--- src/rtl/baud_pkg.sv ---
package baud_pkg;

    typedef enum logic [2:0] {
        S_MEAS,
        S_STOP,
        S_ACK,
        S_LISTEN,
        S_LOCK,
        S_FAIL
    } seq_state_e;

    typedef struct packed {
        logic [7:0] data;
        logic       stop_ok;
    } rx_frame_t;

    localparam logic [7:0] ACK_BYTE     = 8'h00;
    localparam logic [7:0] CONFIRM_BYTE = 8'h55;
    localparam int         LOW_BITS     = 9;

    // Rounded per-bit time from the length of the all-low run.
    function automatic logic [31:0] bit_time_from_run(input logic [31:0] run);
        return (run + 32'(LOW_BITS / 2)) / 32'(LOW_BITS);
    endfunction

endpackage

--- src/rtl/baud_lowmeter.sv ---
module baud_lowmeter #(
    parameter int CNT_W     = 17,
    parameter int IDLE_CLKS = 64
) (
    input  logic             clk,
    input  logic             rst,
    input  logic             en,
    input  logic             line,
    output logic             run_done,
    output logic [CNT_W-1:0] run_len,
    output logic             run_ovf
);
    localparam int               IDLE_W  = $clog2(IDLE_CLKS + 1);
    localparam logic [CNT_W-1:0] CNT_MAX = {CNT_W{1'b1}};

    logic [IDLE_W-1:0] idle_cnt;
    logic [CNT_W-1:0]  cnt;
    logic              prev;
    logic              busy;

    always_ff @(posedge clk) begin
        run_done <= 1'b0;
        if (rst || !en) begin
            idle_cnt <= '0;
            cnt      <= '0;
            prev     <= 1'b0;
            busy     <= 1'b0;
            run_len  <= '0;
            run_ovf  <= 1'b0;
        end else begin
            prev <= line;
            if (!busy) begin
                if (line) begin
                    if (idle_cnt != IDLE_W'(IDLE_CLKS)) idle_cnt <= idle_cnt + 1'b1;
                end else begin
                    idle_cnt <= '0;
                end
                if (!line && prev && idle_cnt == IDLE_W'(IDLE_CLKS)) begin
                    busy <= 1'b1;
                    cnt  <= CNT_W'(1);
                end
            end else if (!line) begin
                if (cnt == CNT_MAX) begin
                    run_ovf  <= 1'b1;
                    run_done <= 1'b1;
                    busy     <= 1'b0;
                    idle_cnt <= '0;
                end else begin
                    cnt <= cnt + 1'b1;
                end
            end else begin
                run_len  <= cnt;
                run_done <= 1'b1;
                busy     <= 1'b0;
                idle_cnt <= '0;
            end
        end
    end

    // a completed run always reports a non-empty length
    p_len_nonzero_r3: assert property (@(posedge clk) disable iff (rst)
        (run_done && !run_ovf) |-> (run_len != '0));

endmodule

--- src/rtl/baud_tx.sv ---
module baud_tx #(
    parameter int DIV_W = 14
) (
    input  logic             clk,
    input  logic             rst,
    input  logic             start,
    input  logic [DIV_W-1:0] div,
    input  logic [7:0]       data,
    output logic             tx,
    output logic             fin
);
    logic [9:0]       sh;
    logic [DIV_W-1:0] ccnt;
    logic [3:0]       bidx;
    logic             busy;

    always_ff @(posedge clk) begin
        fin <= 1'b0;
        if (rst) begin
            sh   <= '1;
            ccnt <= '0;
            bidx <= '0;
            busy <= 1'b0;
        end else if (!busy) begin
            if (start) begin
                sh   <= {1'b1, data, 1'b0};
                ccnt <= '0;
                bidx <= '0;
                busy <= 1'b1;
            end
        end else if (ccnt == div - DIV_W'(1)) begin
            ccnt <= '0;
            sh   <= {1'b1, sh[9:1]};
            if (bidx == 4'd9) begin
                busy <= 1'b0;
                fin  <= 1'b1;
            end else begin
                bidx <= bidx + 1'b1;
            end
        end else begin
            ccnt <= ccnt + 1'b1;
        end
    end

    assign tx = sh[0];

    // the line idles high between frames
    p_idle_high_r7: assert property (@(posedge clk) disable iff (rst)
        !busy |-> tx);

endmodule

--- src/rtl/baud_rx.sv ---
module baud_rx
    import baud_pkg::*;
#(
    parameter int DIV_W = 14
) (
    input  logic             clk,
    input  logic             rst,
    input  logic             en,
    input  logic             line,
    input  logic [DIV_W-1:0] div,
    output logic             got,
    output rx_frame_t        frame,
    output logic             active
);
    logic             prev;
    logic [DIV_W-1:0] ccnt;
    logic [3:0]       bidx;
    logic [7:0]       sh;
    logic [DIV_W-1:0] tgt;

    assign tgt = (bidx == 4'd0) ? (div >> 1) : div;

    always_ff @(posedge clk) begin
        got <= 1'b0;
        if (rst || !en) begin
            prev   <= 1'b0;
            active <= 1'b0;
            ccnt   <= '0;
            bidx   <= '0;
            sh     <= '0;
            frame  <= '0;
        end else begin
            prev <= line;
            if (!active) begin
                if (prev && !line) begin
                    active <= 1'b1;
                    ccnt   <= DIV_W'(1);
                    bidx   <= '0;
                end
            end else if (ccnt == tgt) begin
                ccnt <= DIV_W'(1);
                if (bidx == 4'd0) begin
                    if (line) active <= 1'b0;
                    else      bidx   <= 4'd1;
                end else if (bidx <= 4'd8) begin
                    sh   <= {line, sh[7:1]};
                    bidx <= bidx + 1'b1;
                end else begin
                    frame  <= '{data: sh, stop_ok: line};
                    got    <= 1'b1;
                    active <= 1'b0;
                end
            end else begin
                ccnt <= ccnt + 1'b1;
            end
        end
    end

    // one result pulse per received frame
    p_got_pulse_r8: assert property (@(posedge clk) disable iff (rst)
        got |=> !got);

endmodule

--- src/rtl/baud_aligner.sv ---
module baud_aligner
    import baud_pkg::*;
#(
    parameter int CNT_W     = 17,
    parameter int MIN_DIV   = 16,
    parameter int IDLE_CLKS = 64,
    parameter int TMO_BITS  = 20
) (
    input  logic             clk,
    input  logic             rst,
    input  logic             rx,
    output logic             tx,
    output logic [CNT_W-4:0] divisor,
    output logic             align_done,
    output logic             link_locked,
    output logic             link_error
);
    localparam int DIV_W = CNT_W - 3;
    localparam int TB_W  = $clog2(TMO_BITS + 1);

    seq_state_e       st;
    logic             rx_m, rx_s;
    logic             run_done, run_ovf;
    logic [CNT_W-1:0] run_len;
    logic [DIV_W-1:0] div_calc;
    logic [DIV_W-1:0] wcnt;
    logic [TB_W-1:0]  tbits;
    logic             tx_go, tx_fin;
    logic             rx_got, rx_active;
    rx_frame_t        rx_frame;

    always_ff @(posedge clk) begin
        if (rst) begin
            rx_m <= 1'b1;
            rx_s <= 1'b1;
        end else begin
            rx_m <= rx;
            rx_s <= rx_m;
        end
    end

    baud_lowmeter #(.CNT_W(CNT_W), .IDLE_CLKS(IDLE_CLKS)) u_meter (
        .clk(clk), .rst(rst), .en(st == S_MEAS), .line(rx_s),
        .run_done(run_done), .run_len(run_len), .run_ovf(run_ovf)
    );

    assign div_calc = DIV_W'(bit_time_from_run(32'(run_len)));

    baud_tx #(.DIV_W(DIV_W)) u_tx (
        .clk(clk), .rst(rst), .start(tx_go), .div(divisor),
        .data(ACK_BYTE), .tx(tx), .fin(tx_fin)
    );

    baud_rx #(.DIV_W(DIV_W)) u_rx (
        .clk(clk), .rst(rst), .en(st == S_LISTEN), .line(rx_s), .div(divisor),
        .got(rx_got), .frame(rx_frame), .active(rx_active)
    );

    always_ff @(posedge clk) begin
        tx_go <= 1'b0;
        if (rst) begin
            st          <= S_MEAS;
            divisor     <= '0;
            align_done  <= 1'b0;
            link_locked <= 1'b0;
            link_error  <= 1'b0;
            wcnt        <= '0;
            tbits       <= '0;
        end else begin
            case (st)
                S_MEAS: if (run_done) begin
                    if (run_ovf || div_calc < DIV_W'(MIN_DIV)) begin
                        link_error <= 1'b1;
                        st         <= S_FAIL;
                    end else begin
                        divisor <= div_calc;
                        wcnt    <= '0;
                        st      <= S_STOP;
                    end
                end
                S_STOP: begin
                    if (!rx_s) begin
                        link_error <= 1'b1;
                        st         <= S_FAIL;
                    end else if (wcnt == divisor - DIV_W'(1)) begin
                        tx_go <= 1'b1;
                        st    <= S_ACK;
                    end else begin
                        wcnt <= wcnt + 1'b1;
                    end
                end
                S_ACK: if (tx_fin) begin
                    align_done <= 1'b1;
                    wcnt       <= '0;
                    tbits      <= '0;
                    st         <= S_LISTEN;
                end
                S_LISTEN: begin
                    if (rx_got) begin
                        if (rx_frame.data == CONFIRM_BYTE && rx_frame.stop_ok) begin
                            link_locked <= 1'b1;
                            st          <= S_LOCK;
                        end else begin
                            link_error <= 1'b1;
                            st         <= S_FAIL;
                        end
                    end else if (!rx_active) begin
                        if (tbits == TB_W'(TMO_BITS)) begin
                            link_error <= 1'b1;
                            st         <= S_FAIL;
                        end else if (wcnt == divisor - DIV_W'(1)) begin
                            wcnt  <= '0;
                            tbits <= tbits + 1'b1;
                        end else begin
                            wcnt <= wcnt + 1'b1;
                        end
                    end
                end
                default: ;
            endcase
        end
    end

    p_exclusive_r12: assert property (@(posedge clk) disable iff (rst)
        !(link_locked && link_error));
    p_lock_sticky_r11: assert property (@(posedge clk) disable iff (rst)
        link_locked |=> link_locked);
    p_err_sticky_r11: assert property (@(posedge clk) disable iff (rst)
        link_error |=> link_error);
    p_div_floor_r5: assert property (@(posedge clk) disable iff (rst)
        align_done |-> (divisor >= DIV_W'(MIN_DIV)));
    p_div_hold_r3: assert property (@(posedge clk) disable iff (rst)
        align_done |=> $stable(divisor));
    p_quiet_r6: assert property (@(posedge clk) disable iff (rst)
        (link_error && !align_done) |-> tx);

endmodule

--- config.mk ---
export PLATFORM = sky130hd
export DESIGN_NAME = baud_aligner
export DESIGN_NICKNAME = d
export VERILOG_FILES = /design/src/rtl/baud_pkg.sv /design/src/rtl/baud_lowmeter.sv /design/src/rtl/baud_tx.sv /design/src/rtl/baud_rx.sv /design/src/rtl/baud_aligner.sv
export SDC_FILE = /design/constraint.sdc
export NUM_CORES = 1
export LEC_CHECK = 0
export ABC_CLOCK_PERIOD_IN_PS = 19100
export BUFFER_PORTS_ARGS = -buffer_cell sky130_fd_sc_hd__clkbuf_2
export CAP_MARGIN = 0
export CORE_ASPECT_RATIO = 0.8
export CORE_MARGIN = 5
export CORE_UTILIZATION = 50
export DETAILED_ROUTE_END_ITERATION = 12
export PLACE_DENSITY = 0.69
export SKIP_CTS_REPAIR_TIMING = 1
export SYNTH_ARGS = -nofsm -noshare
export SYNTH_HDL_FRONTEND = slang
export SYNTH_SLANG_ARGS = --single-unit
--- constraint.sdc ---
create_clock -name clk -period 19.1 [get_ports clk]
set_input_delay 0.955 -clock clk [delete_from_list [all_inputs] [get_ports clk]]
set_output_delay 0.955 -clock clk [all_outputs]
set_load 0.1 [all_outputs]
==> impl_metrics.csv <==
group,metric,value,unit
routing,num_vias,8969,
floorplan,die_w,167.6,µm
power,p_leak,3.902,nW
timing,finalCriticalPeriod,8.871,ns
floorplan,core_area,19680,µm²
clocking,cts_made_buffers,17,
run,drv_cap,0,
routing,wirelength,23.92,mm
floorplan,die_area,22810,µm²
logic_synthesis,syn_inst,1249,
clocking,cts_tree,"built",
clocking,htreeDepth,4,
worst_setup_path,critical_path_peak_fanout,17,
logic_synthesis,syn_avg_cell_area,7.957,µm²
routing,viasPerCell,5.959,
timing,whs,0.4161,ns
clocking,clk_pin_slew,0.07,ns
routing,firstDrtPassIters,5,
global_routing,globalRouteTotalUtil,0.2131,
timing,final-setup-viol-count,0,
logic_synthesis,synth_ff_type,"dfxtp_1",
floorplan,die_h,136.1,µm
timing,slew_violations,0,
logic_synthesis,yosysWarnings,0,
placed_design,dp_hpwl,17.34,mm
logic_synthesis,syn-num-nets,1270,
power,peakVddDrop,0.05755,mV
worst_hold_path,hold_class,"flip-flop to flip-flop",
final_layout,fin_nets,1249,
timing,post-route-period-util,0.4644,
worst_setup_path,crit_path_end_kind,"flip-flop",
placed_design,place_congestion,0.9085,
logic_synthesis,yosysTopAreaCell,"dfxtp_1",
final_layout,fill_cells,1860,
routing,drcViolationCount,0,
timing,slew_headroom,0.3165,
power,power_density,68.69,nW/µm²
routing,drtIter0Drc,924,
worst_setup_path,critPathMaxStageDelay,0.78,ns
logic_synthesis,synth_top_cell_area_share,0.3102,
logic_synthesis,synth_seq_cells,154,
worst_setup_path,critPathKind,"flip-flop to flip-flop",
global_routing,grt_pass1_wl,40.92,mm
global_routing,grt_pass1_vias,7956,
timing,tightest_slew,1.018,ns
timing,skew,0.01367,ns
final_layout,fin_util,0.5452,
global_routing,antenna_found_initial,0,
placed_design,portBuffers,20,
final_layout,final_common_cell,"nor2_1",
final_layout,multi_input_area,6456,µm²
final_layout,regArea,3083,µm²
final_layout,area_delta_synth_final,7.981,%
logic_synthesis,synth-seq-area-share,0.3102,
routing,wl_per_cell,15.89,µm
timing,hold_violations,0,
floorplan,start_util,0.5049,
timing,fin_setup_tns,0,ns
final_layout,antenna_cells,0,
worst_setup_path,cp-start-kind,"flip-flop",
final_layout,final_cell_mix,"nor2_1, dfxtp_1, nand2_1",
floorplan,ios,21,
clocking,clockBufferDepth,2,
global_routing,grt_start_max_net_pins,63,
clocking,cts-root-buf,"clkbuf_16",
worst_setup_path,worstPathArrival,9.13,ns
logic_synthesis,ys_async_sr_fraction,0,
final_layout,drive_gt1_frac,0.09670,
timing,rsz0062_at_grt,"no",
worst_setup_path,path_common_cell,"nor3_2",
clocking,cts_sinks,154,
floorplan,rows,46,
global_routing,grt_overflow,0,
logic_synthesis,synth.top_cells.by_area,"dfxtp_1, nor2_1, xor2_1, xnor2_1, a21oi_1",
timing,fmax,0.1127,GHz
logic_synthesis,synth_edf_count,0,
routing,drtAntennaViolNets,0,
clocking,insertion_delay,0.43,ns
worst_setup_path,crit_slowest_cell,"xor2_1",
worst_setup_path,worstPathRequired,19.36,ns
run_status,status,"completed",
logic_synthesis,synth_cell_type_count,99,
logic_synthesis,synth_area,9938,µm²
[cell families (layout without fill, tap and decap cells)]
kind of cell	Yosys count	after routing	share of synthesized area
AO/OA/AOI/OAI	309	309	0.2177
flip-flops	154	154	0.3102
buffers and inverters	94	86	0.04016
multiplexers	37	37	0.03802
adder cells (fa/ha/maj)	18	18	0.02266
XOR/XNOR	114	114	0.1020
AND/OR/NAND/NOR	523	523	0.2693
[report_power, final]
group	switching, mW	total, mW	leakage [nW]	internal, mW
logic	0.0379	0.0536	2.37	0.0157
clock network	0.153	0.346	0.295	0.193
registers	0.0102	0.337	1.24	0.327
total	0.201	0.737	3.90	0.536
[critical path, delay by kind of cell, from the launching register on]
family	cells	cell delay, ns
flops	1	0.70
xor+xnor	1	0.78
fa+ha+maj	2	0.71
simple gates	11	3.17
mux	1	0.55
compound gates	12	2.79
[registers in the layout (all words and copies together), names as in the netlist, 5 cells and up]
register	count
u_rx.ccnt	14
divisor	14
u_tx.ccnt	14
u_rx.sh	8
u_meter.idle_cnt	7
u_tx.sh	9
wcnt	14
u_rx.frame	9
u_meter.run_len	17
tbits	5
u_meter.cnt	17
[final cells by class]
cell class | count | share of cell area
well taps | 264 | 0.03078
flip-flops and latches | 154 | 0.2873
repair buffers | 28 | 0.01492
inverters | 26 | 0.009094
clock buffers | 19 | 0.04221
clock inverters | 13 | 0.01411
multi-input cells | 1001 | 0.6016
[per-stage QoR]
stage / area, µm² / std cells / worst slack [ns] / total power [mW]
4_1_cts: 10730 / 1505 / 10.40 / 0.7433
3_5_place_dp: 10130 / 1473 / 10.43 / 0.3982
6_report: 10730 / 1505 / 10.23 / 0.7372
3_3_place_gp: 10130 / 1473 / 10.72 / 0.3979
5_1_grt: 10730 / 1505 / 9.526 / 0.7670
2_1_floorplan: 9938 / 1249 / 12.11 / 0.3870
[worst paths after layout]
kind	start	endpoint	slack, ns	depth (start not counted)
hold / removal	rx_m	rx_s	0.42	1
setup / recovery	u_meter.run_len[2]	divisor[0]	10.23	27
setup reg to reg	u_meter.run_len[2]	divisor[0]	10.23	27
hold reg to reg	rx_m	rx_s	0.42	1
[per-layer routing]
metal	track usage	vias to the layer above	share of wire
li1	-	4498	-
met1	0.3305	4194	0.53
met2	0.3021	256	0.41
met3	0.04738	21	0.059
met4	0.04011	0	0.0099
met5	0	-	0
[synthesized netlist by cell type (all sizes together), types with 9 or more instances]
| cell type | count |
|---|---|
| nor2 | 164 |
| dfxtp | 154 |
| nand2 | 110 |
| a21oi | 90 |
| xor2 | 61 |
| o21ai | 60 |
| xnor2 | 53 |
| clkbuf | 52 |
| nand3 | 52 |
| and3 | 37 |
| nor3 | 37 |
| mux2i | 34 |
| nand4 | 27 |
| inv | 24 |
| a31oi | 18 |
| ha | 18 |
| or3 | 18 |
| a211oi | 17 |
| buf | 16 |
| nor4 | 15 |
| a311oi | 12 |
| o211ai | 12 |
| nand2b | 10 |
| nor3b | 10 |
| o31ai | 10 |
| a22oi | 9 |
| nor2b | 9 |
| or2 | 9 |
(Power assumes the default switching activity.)
